<file path="config.mk">
export PLATFORM = sky130hd
export DESIGN_NAME = irq_vector_ctrl
export DESIGN_NICKNAME = d
export VERILOG_FILES = /design/src/rtl/irq_vector_pkg.sv /design/src/rtl/irq_vector_regs.sv /design/src/rtl/irq_vector_arb.sv /design/src/rtl/irq_vector_ctrl.sv
export SDC_FILE = /design/constraint.sdc
export NUM_CORES = 2
export LEC_CHECK = 0
export BUFFER_PORTS_ARGS = -buffer_cell sky130_fd_sc_hd__buf_2
export CORE_MARGIN = 2
export CORE_UTILIZATION = 60
export CTS_CLUSTER_DIAMETER = 120
export CTS_CLUSTER_SIZE = 14
export DETAILED_ROUTE_END_ITERATION = 8
export PLACE_DENSITY = 0.77
export SLEW_MARGIN = 40
export SYNTH_ARGS = -nofsm -noshare
export SYNTH_HDL_FRONTEND = slang
export SYNTH_HIERARCHICAL = 1
export SYNTH_SLANG_ARGS = --single-unit
</file>
<file path="constraint.sdc">
create_clock -name clk -period 177.7 [get_ports clk]
set_input_delay 8.885 -clock clk [delete_from_list [all_inputs] [get_ports clk]]
set_output_delay 8.885 -clock clk [all_outputs]
set_load 0.02 [all_outputs]
</file>
<file path="src/rtl/irq_vector_pkg.sv">
package irq_vector_pkg;
    localparam int SRC_N  = 64;
    localparam int WORD_W = 32;
    localparam int IDX_W  = $clog2(SRC_N);

    localparam logic [7:0] A_CTRL   = 8'h00;
    localparam logic [7:0] A_LEVEL  = 8'h04;
    localparam logic [7:0] A_ENNUM  = 8'h08;
    localparam logic [7:0] A_DISNUM = 8'h0C;
    localparam logic [7:0] A_ENH    = 8'h10;
    localparam logic [7:0] A_ENL    = 8'h14;
    localparam logic [7:0] A_TYPH   = 8'h18;
    localparam logic [7:0] A_TYPL   = 8'h1C;
    localparam logic [7:0] A_NVEC   = 8'h40;
    localparam logic [7:0] A_FVEC   = 8'h44;
    localparam logic [7:0] A_SRCH   = 8'h48;
    localparam logic [7:0] A_SRCL   = 8'h4C;
    localparam logic [7:0] A_FRCH   = 8'h50;
    localparam logic [7:0] A_FRCL   = 8'h54;
    localparam logic [7:0] A_NPH    = 8'h58;
    localparam logic [7:0] A_NPL    = 8'h5C;
    localparam logic [7:0] A_FPH    = 8'h60;
    localparam logic [7:0] A_FPL    = 8'h64;

    localparam logic [15:0] NO_VEC  = 16'hFFFF;
endpackage

</file>
<file path="src/rtl/irq_vector_regs.sv">
module irq_vector_regs
    import irq_vector_pkg::*;
#(
    parameter int PRIO_W = 4,
    parameter int LVL_W  = 5
) (
    input  logic                     clk,
    input  logic                     rst_n,
    input  logic                     wr_en,
    input  logic [7:0]               wr_addr,
    input  logic [WORD_W-1:0]        wr_data,
    output logic [SRC_N-1:0]         en_q,
    output logic [SRC_N-1:0]         typ_q,
    output logic [SRC_N-1:0]         frc_q,
    output logic [SRC_N*PRIO_W-1:0]  prio_q,
    output logic [LVL_W-1:0]         lvl_q
);
    localparam int NGRP = SRC_N * PRIO_W / WORD_W;

    typedef struct packed {
        logic [SRC_N-1:0]        en;
        logic [SRC_N-1:0]        typ;
        logic [SRC_N-1:0]        frc;
        logic [SRC_N*PRIO_W-1:0] prio;
        logic [LVL_W-1:0]        lvl;
    } cfg_t;

    cfg_t st_q, st_d;

    always_comb begin
        st_d = st_q;
        if (wr_en) begin
            unique case (wr_addr)
                A_LEVEL:  st_d.lvl = wr_data[LVL_W-1:0];
                A_ENNUM:  st_d.en[wr_data[IDX_W-1:0]] = 1'b1;
                A_DISNUM: st_d.en[wr_data[IDX_W-1:0]] = 1'b0;
                A_ENH:    st_d.en[SRC_N-1:WORD_W]  = wr_data;
                A_ENL:    st_d.en[WORD_W-1:0]      = wr_data;
                A_TYPH:   st_d.typ[SRC_N-1:WORD_W] = wr_data;
                A_TYPL:   st_d.typ[WORD_W-1:0]     = wr_data;
                A_FRCH:   st_d.frc[SRC_N-1:WORD_W] = wr_data;
                A_FRCL:   st_d.frc[WORD_W-1:0]     = wr_data;
                default: begin
                    // priority words: group x lives at 0x20 + 4*(7-x)
                    if (wr_addr[7:5] == 3'b001 && wr_addr[1:0] == 2'b00) begin
                        for (int g = 0; g < NGRP; g++) begin
                            if (wr_addr[4:2] == 3'(NGRP - 1 - g))
                                st_d.prio[g*WORD_W +: WORD_W] = wr_data;
                        end
                    end
                end
            endcase
        end
    end

    always_ff @(posedge clk or negedge rst_n) begin
        if (!rst_n) begin
            st_q      <= '0;
            st_q.lvl  <= '1;
        end else begin
            st_q <= st_d;
        end
    end

    assign en_q   = st_q.en;
    assign typ_q  = st_q.typ;
    assign frc_q  = st_q.frc;
    assign prio_q = st_q.prio;
    assign lvl_q  = st_q.lvl;

    AST_ENNUM_SETS: assert property (@(posedge clk) disable iff (!rst_n)
        (wr_en && wr_addr == A_ENNUM) |=> en_q[$past(wr_data[IDX_W-1:0])]);
    AST_DISNUM_CLEARS: assert property (@(posedge clk) disable iff (!rst_n)
        (wr_en && wr_addr == A_DISNUM) |=> !en_q[$past(wr_data[IDX_W-1:0])]);
    AST_ROUTE_HOLDS: assert property (@(posedge clk) disable iff (!rst_n)
        !(wr_en && (wr_addr == A_TYPH || wr_addr == A_TYPL)) |=> $stable(typ_q));
endmodule

</file>
<file path="src/rtl/irq_vector_arb.sv">
module irq_vector_arb
    import irq_vector_pkg::*;
#(
    parameter int PRIO_W = 4,
    parameter int LVL_W  = 5
) (
    input  logic                     clk,
    input  logic                     rst_n,
    input  logic [SRC_N-1:0]         npend,
    input  logic [SRC_N-1:0]         fpend,
    input  logic [SRC_N*PRIO_W-1:0]  prio,
    input  logic [LVL_W-1:0]         lvl,
    output logic                     n_valid,
    output logic [IDX_W-1:0]         n_idx,
    output logic [PRIO_W-1:0]        n_prio,
    output logic                     f_valid,
    output logic [IDX_W-1:0]         f_idx
);
    logic [SRC_N-1:0] elig;

    // eligibility per source against the threshold
    for (genvar i = 0; i < SRC_N; i++) begin : g_elig
        assign elig[i] = npend[i] &&
            (lvl[LVL_W-1] || ({1'b0, prio[i*PRIO_W +: PRIO_W]} > lvl));
    end

    always_comb begin
        n_valid = 1'b0;
        n_idx   = '0;
        n_prio  = '0;
        f_valid = 1'b0;
        f_idx   = '0;
        for (int i = 0; i < SRC_N; i++) begin
            // ascending scan with >= lets the higher number win a tie
            if (elig[i] && (!n_valid || prio[i*PRIO_W +: PRIO_W] >= n_prio)) begin
                n_valid = 1'b1;
                n_idx   = IDX_W'(i);
                n_prio  = prio[i*PRIO_W +: PRIO_W];
            end
            if (fpend[i]) begin
                f_valid = 1'b1;
                f_idx   = IDX_W'(i);
            end
        end
    end

    AST_WINNER_PENDING: assert property (@(posedge clk) disable iff (!rst_n)
        n_valid |-> npend[n_idx]);
    AST_WINNER_ABOVE_LEVEL: assert property (@(posedge clk) disable iff (!rst_n)
        (n_valid && !lvl[LVL_W-1]) |-> ({1'b0, n_prio} > lvl));
    AST_FAST_WINNER_PENDING: assert property (@(posedge clk) disable iff (!rst_n)
        f_valid |-> fpend[f_idx]);
endmodule

</file>
<file path="src/rtl/irq_vector_ctrl.sv">
module irq_vector_ctrl
    import irq_vector_pkg::*;
#(
    parameter int PRIO_W = 4,
    parameter int LVL_W  = 5
) (
    input  logic              clk,
    input  logic              rst_n,
    input  logic              bus_wr,
    input  logic [7:0]        bus_addr,
    input  logic [31:0]       bus_wdata,
    output logic [31:0]       bus_rdata,
    input  logic [63:0]       src_lvl,
    output logic              irq_norm,
    output logic              irq_fast
);
    localparam int NGRP = SRC_N * PRIO_W / WORD_W;

    logic [SRC_N-1:0]        en_q, typ_q, frc_q;
    logic [SRC_N*PRIO_W-1:0] prio_q;
    logic [LVL_W-1:0]        lvl_q;
    logic [SRC_N-1:0]        active, npend, fpend;
    logic                    n_valid, f_valid;
    logic [IDX_W-1:0]        n_idx, f_idx;
    logic [PRIO_W-1:0]       n_prio;

    irq_vector_regs #(.PRIO_W(PRIO_W), .LVL_W(LVL_W)) u_regs (
        .clk(clk), .rst_n(rst_n), .wr_en(bus_wr), .wr_addr(bus_addr),
        .wr_data(bus_wdata), .en_q(en_q), .typ_q(typ_q), .frc_q(frc_q),
        .prio_q(prio_q), .lvl_q(lvl_q)
    );

    assign active = (src_lvl | frc_q) & en_q;
    assign npend  = active & ~typ_q;
    assign fpend  = active & typ_q;

    irq_vector_arb #(.PRIO_W(PRIO_W), .LVL_W(LVL_W)) u_arb (
        .clk(clk), .rst_n(rst_n), .npend(npend), .fpend(fpend),
        .prio(prio_q), .lvl(lvl_q), .n_valid(n_valid), .n_idx(n_idx),
        .n_prio(n_prio), .f_valid(f_valid), .f_idx(f_idx)
    );

    assign irq_norm = n_valid;
    assign irq_fast = f_valid;

    always_comb begin
        bus_rdata = '0;
        unique case (bus_addr)
            A_LEVEL: bus_rdata = WORD_W'(lvl_q);
            A_ENH:   bus_rdata = en_q[SRC_N-1:WORD_W];
            A_ENL:   bus_rdata = en_q[WORD_W-1:0];
            A_TYPH:  bus_rdata = typ_q[SRC_N-1:WORD_W];
            A_TYPL:  bus_rdata = typ_q[WORD_W-1:0];
            A_NVEC:  bus_rdata = n_valid ? {16'(n_idx), 16'(n_prio)} : {NO_VEC, 16'h0};
            A_FVEC:  bus_rdata = f_valid ? {16'(f_idx), 16'h0} : {NO_VEC, 16'h0};
            A_SRCH:  bus_rdata = src_lvl[SRC_N-1:WORD_W];
            A_SRCL:  bus_rdata = src_lvl[WORD_W-1:0];
            A_FRCH:  bus_rdata = frc_q[SRC_N-1:WORD_W];
            A_FRCL:  bus_rdata = frc_q[WORD_W-1:0];
            A_NPH:   bus_rdata = npend[SRC_N-1:WORD_W];
            A_NPL:   bus_rdata = npend[WORD_W-1:0];
            A_FPH:   bus_rdata = fpend[SRC_N-1:WORD_W];
            A_FPL:   bus_rdata = fpend[WORD_W-1:0];
            default: begin
                if (bus_addr[7:5] == 3'b001 && bus_addr[1:0] == 2'b00) begin
                    for (int g = 0; g < NGRP; g++) begin
                        if (bus_addr[4:2] == 3'(NGRP - 1 - g))
                            bus_rdata = prio_q[g*WORD_W +: WORD_W];
                    end
                end
            end
        endcase
    end

    AST_SETS_DISJOINT: assert property (@(posedge clk) disable iff (!rst_n)
        (npend & fpend) == '0);
    AST_NO_NORM_WHEN_EMPTY: assert property (@(posedge clk) disable iff (!rst_n)
        (npend == '0) |-> !irq_norm);
endmodule

</file>
==> impl_metrics.env <==
export IMPL_status="finished, violations left"
export IMPL_violations="DRC"
export IMPL_arrival_ns=118.70
export IMPL_async_reset_ff_share_pct=100.0
export IMPL_syn_cell_area_um2=44220
export IMPL_synth_flop_cell="dfrtp_1"
export IMPL_die_h_um=275.5
export IMPL_power_density_nw_per_um2=7.693
export IMPL_slowest_stage="a2111oi_1"
export IMPL_layout_drive_gt1_share_pct=18.06
export IMPL_peakVddDrop_v=0.000009271
export IMPL_dp_hpwl_um=145200
export IMPL_finalHoldViolCount=0
export IMPL_htree_levels=2
export IMPL_ioPinCount=141
export IMPL_dp_cells=5883
export IMPL_gp_congestion=1.083
export IMPL_timing_reg2reg_setup_slack_ns=176.12
export IMPL_required_ns=168.82
export IMPL_start_kind="primary input"
export IMPL_final_area_um2=46970
export IMPL_die_w_um=275.5
export IMPL_max_stage_delay_ns=0.74
export IMPL_utilization_pct=64.38
export IMPL_fmax_mhz=7.838
export IMPL_final_common_cell="ha_1"
export IMPL_syn_to_final_growth_pct=6.210
export IMPL_gr_total_overflow=0
export IMPL_grt_max_degree=94
export IMPL_setup_tns_final_ns=0
export IMPL_max_slew_margin_rel_pct=29.41
export IMPL_end_kind="output port"
export IMPL_path_buf_inv=23
export IMPL_setup_viol=0
export IMPL_critical_path_class="primary input to output port"
export IMPL_drt_pass1_iter_count=9
export IMPL_synth_edff_count=0
export IMPL_fin_nets=5525
export IMPL_drv_cap=0
export IMPL_grt_pass1_wl_um=279200
export IMPL_critPathMostFrequentCell="ha_1"
export IMPL_clkLatencyLatePin_ns=0.59
export IMPL_std_cell_rows=99
export IMPL_critical_path_top_delay_family="compound AO/OA/AOI/OAI gates"
export IMPL_cts_path_max_buffers=3
export IMPL_grt_pass1_vias=40572
export IMPL_vias=44693
export IMPL_syn_mean_instance_area_um2=8.937
export IMPL_ctsHoldBuffers=0
export IMPL_cts_buffers=38
export IMPL_fp_coreArea_um2=72960
export IMPL_yosys_warnings=6
export IMPL_numPortBuffers=140
export IMPL_wl_um=197400
export IMPL_cts_sinks=453
export IMPL_worstMarginPinSlew_ns=1.048
export IMPL_detail_route_antenna_nets=0
export IMPL_cts_tree="yes"
export IMPL_ys_ff_latch=453
export IMPL_seq_area_frac_synth_pct=25.65
export IMPL_fp_dieArea_um2=75890
export IMPL_antenna_found_initial=30
export IMPL_clk_pin_slew_worst_paths_ns=0.07
export IMPL_fin_cells=5948
export IMPL_crit_fanout=14
export IMPL_slew_viol_final=0
export IMPL_syn_nets=5509
export IMPL_hold_path_class="flop to flop"
export IMPL_finalCritPeriodShare_pct=71.80
export IMPL_cts_resized=0
export IMPL_leakagePower_nw=20.58
export IMPL_cts_root_buf="clkbuf_16"
export IMPL_final_setup_skew_ns=0
export IMPL_drt_iter0_drc=6853
export IMPL_cts_setup_buffers=0
export IMPL_layout_common_cells="ha_1 (454), dfrtp_1 (448), mux2_2 (427)"
export IMPL_track_usage_pct=50.74
export IMPL_drc_errors=10
export IMPL_dpl_cell_area_um2=45840
export IMPL_start_util_pct=60.61
export IMPL_rsz0062_at_grt="false"
export IMPL_finalCriticalPeriod_ns=127.59
export IMPL_netlist_instances=4948
export IMPL_via_per_inst=7.514
export IMPL_avgRoutedWirePerCell_um=33.19
export IMPL_synth_distinct_cells=136
[logic make-up (layout without fill, tap and decap cells)]
family / count (synthesis) / after routing / synth area share, %
AND/OR/NAND/NOR: 1339 / 1339 / 15.70
other: 0 / 17 / 0
AO/OA/AOI/OAI: 1632 / 1632 / 26.35
buffers and inverters: 535 / 559 / 4.997
multiplexers: 523 / 523 / 14.18
flip-flops: 453 / 453 / 25.65
adder cells (fa/ha/maj): 466 / 466 / 13.12
[worst paths after layout]
kind                                                  start                             end  depth (start not counted)
max in group asynchronous                             rst_n  u_regs/prio_q[138]$_DFFE_PN0P_                          5
worst max-delay path                             src_lvl[0]                   bus_rdata[18]                        505
min in group asynchronous                             rst_n     u_regs/en_q[40]$_DFFE_PN0P_                          1
worst max register to register  u_regs/lvl_q[4]$_DFFE_PN1P_     u_regs/lvl_q[4]$_DFFE_PN1P_                          2
worst min-delay path            u_regs/frc_q[1]$_DFFE_PN0P_     u_regs/frc_q[1]$_DFFE_PN0P_                          2
worst min register to register  u_regs/frc_q[1]$_DFFE_PN0P_     u_regs/frc_q[1]$_DFFE_PN0P_                          2
[cells in the mapped netlist, types with 26 or more instances]
cell,number,area (um^2)
a41o_1,26,260.3
a41oi_1,38,332.8
nand3_1,70,350.3
and3_1,27,168.9
ha_1,454,5680
nand2_1,257,964.7
a21boi_0,29,217.7
a221oi_1,30,262.8
o32a_1,31,310.3
a22oi_1,78,585.6
a21o_1,81,608.1
dfrtp_1,448,11210
o21ai_1,28,140.1
mux4_2,40,900.9
nand4_1,35,219.0
o211ai_1,50,375.4
mux2_2,427,4808
a211oi_1,55,412.9
nor2b_1,97,606.8
inv_1,308,1156
o21a_1,81,608.1
buf_2,71,355.3
clkbuf_1,110,412.9
mux2i_1,55,550.5
a21oi_1,291,1456
a22o_1,35,306.5
o22ai_1,45,281.5
a2bb2oi_1,45,394.1
nand2b_1,156,975.9
a31oi_1,50,312.8
and2_1,41,256.5
nor2_1,390,1464
o31ai_1,37,277.8
o21ai_0,298,1491
nor3_1,79,395.4
[state kept, by name, summed over array words and instances, names as in the netlist]
name,cells
u_regs/prio_q,256
u_regs/en_q,64
u_regs/frc_q,64
u_regs/typ_q,64
u_regs/lvl_q,5
[worst min-delay path, stage by stage (launching register included)]
cell     delay [ns]
dfrtp_1        0.37
nand2_1        0.05
o21ai_0        0.06
[power breakdown]
| part | internal (W) | switching [W] | total, W |
|---|---|---|---|
| clock network | 0.0000392 | 0.0000417 | 0.0000809 |
| logic | 0.0000633 | 0.0000966 | 0.000160 |
| registers | 0.000108 | 0.0000119 | 0.000120 |
| total | 0.000211 | 0.000150 | 0.000361 |
[metrics by stage]
| stage | hold WS (ns) | power, W | worst slack (ns) |
|---|---|---|---|
| global placement | 0.4929 | 0.0002714 | 54.51 |
| global route | 0.5426 | 0.0003765 | 42.24 |
| floorplan | 0.4661 | 0.0002249 | 64.00 |
| finish | 0.5161 | 0.0003613 | 50.11 |
| CTS | 0.5142 | 0.0003526 | 52.23 |
| detailed placement | 0.4992 | 0.0002733 | 52.68 |
[final cells by class]
type | count | area [um^2]
clock buffer | 44 | 973.4
tap | 959 | 1200
antenna | 17 | 42.54
fill | 6143 | 25990
clock inverter | 4 | 67.56
inverter | 310 | 1166
timing repair buffer | 201 | 1284
sequential | 453 | 11350
multi-input combinational | 3960 | 30890
[metal layers]
layer,up-vias,track usage (%),wire length [um]
met2,3541,69.60,77560
met5,-,0,169
met3,822,21.17,29930
li1,18879,-,-
met4,24,35.86,17020
met1,21427,64.05,72730
Power figures use the tool's default switching activity.
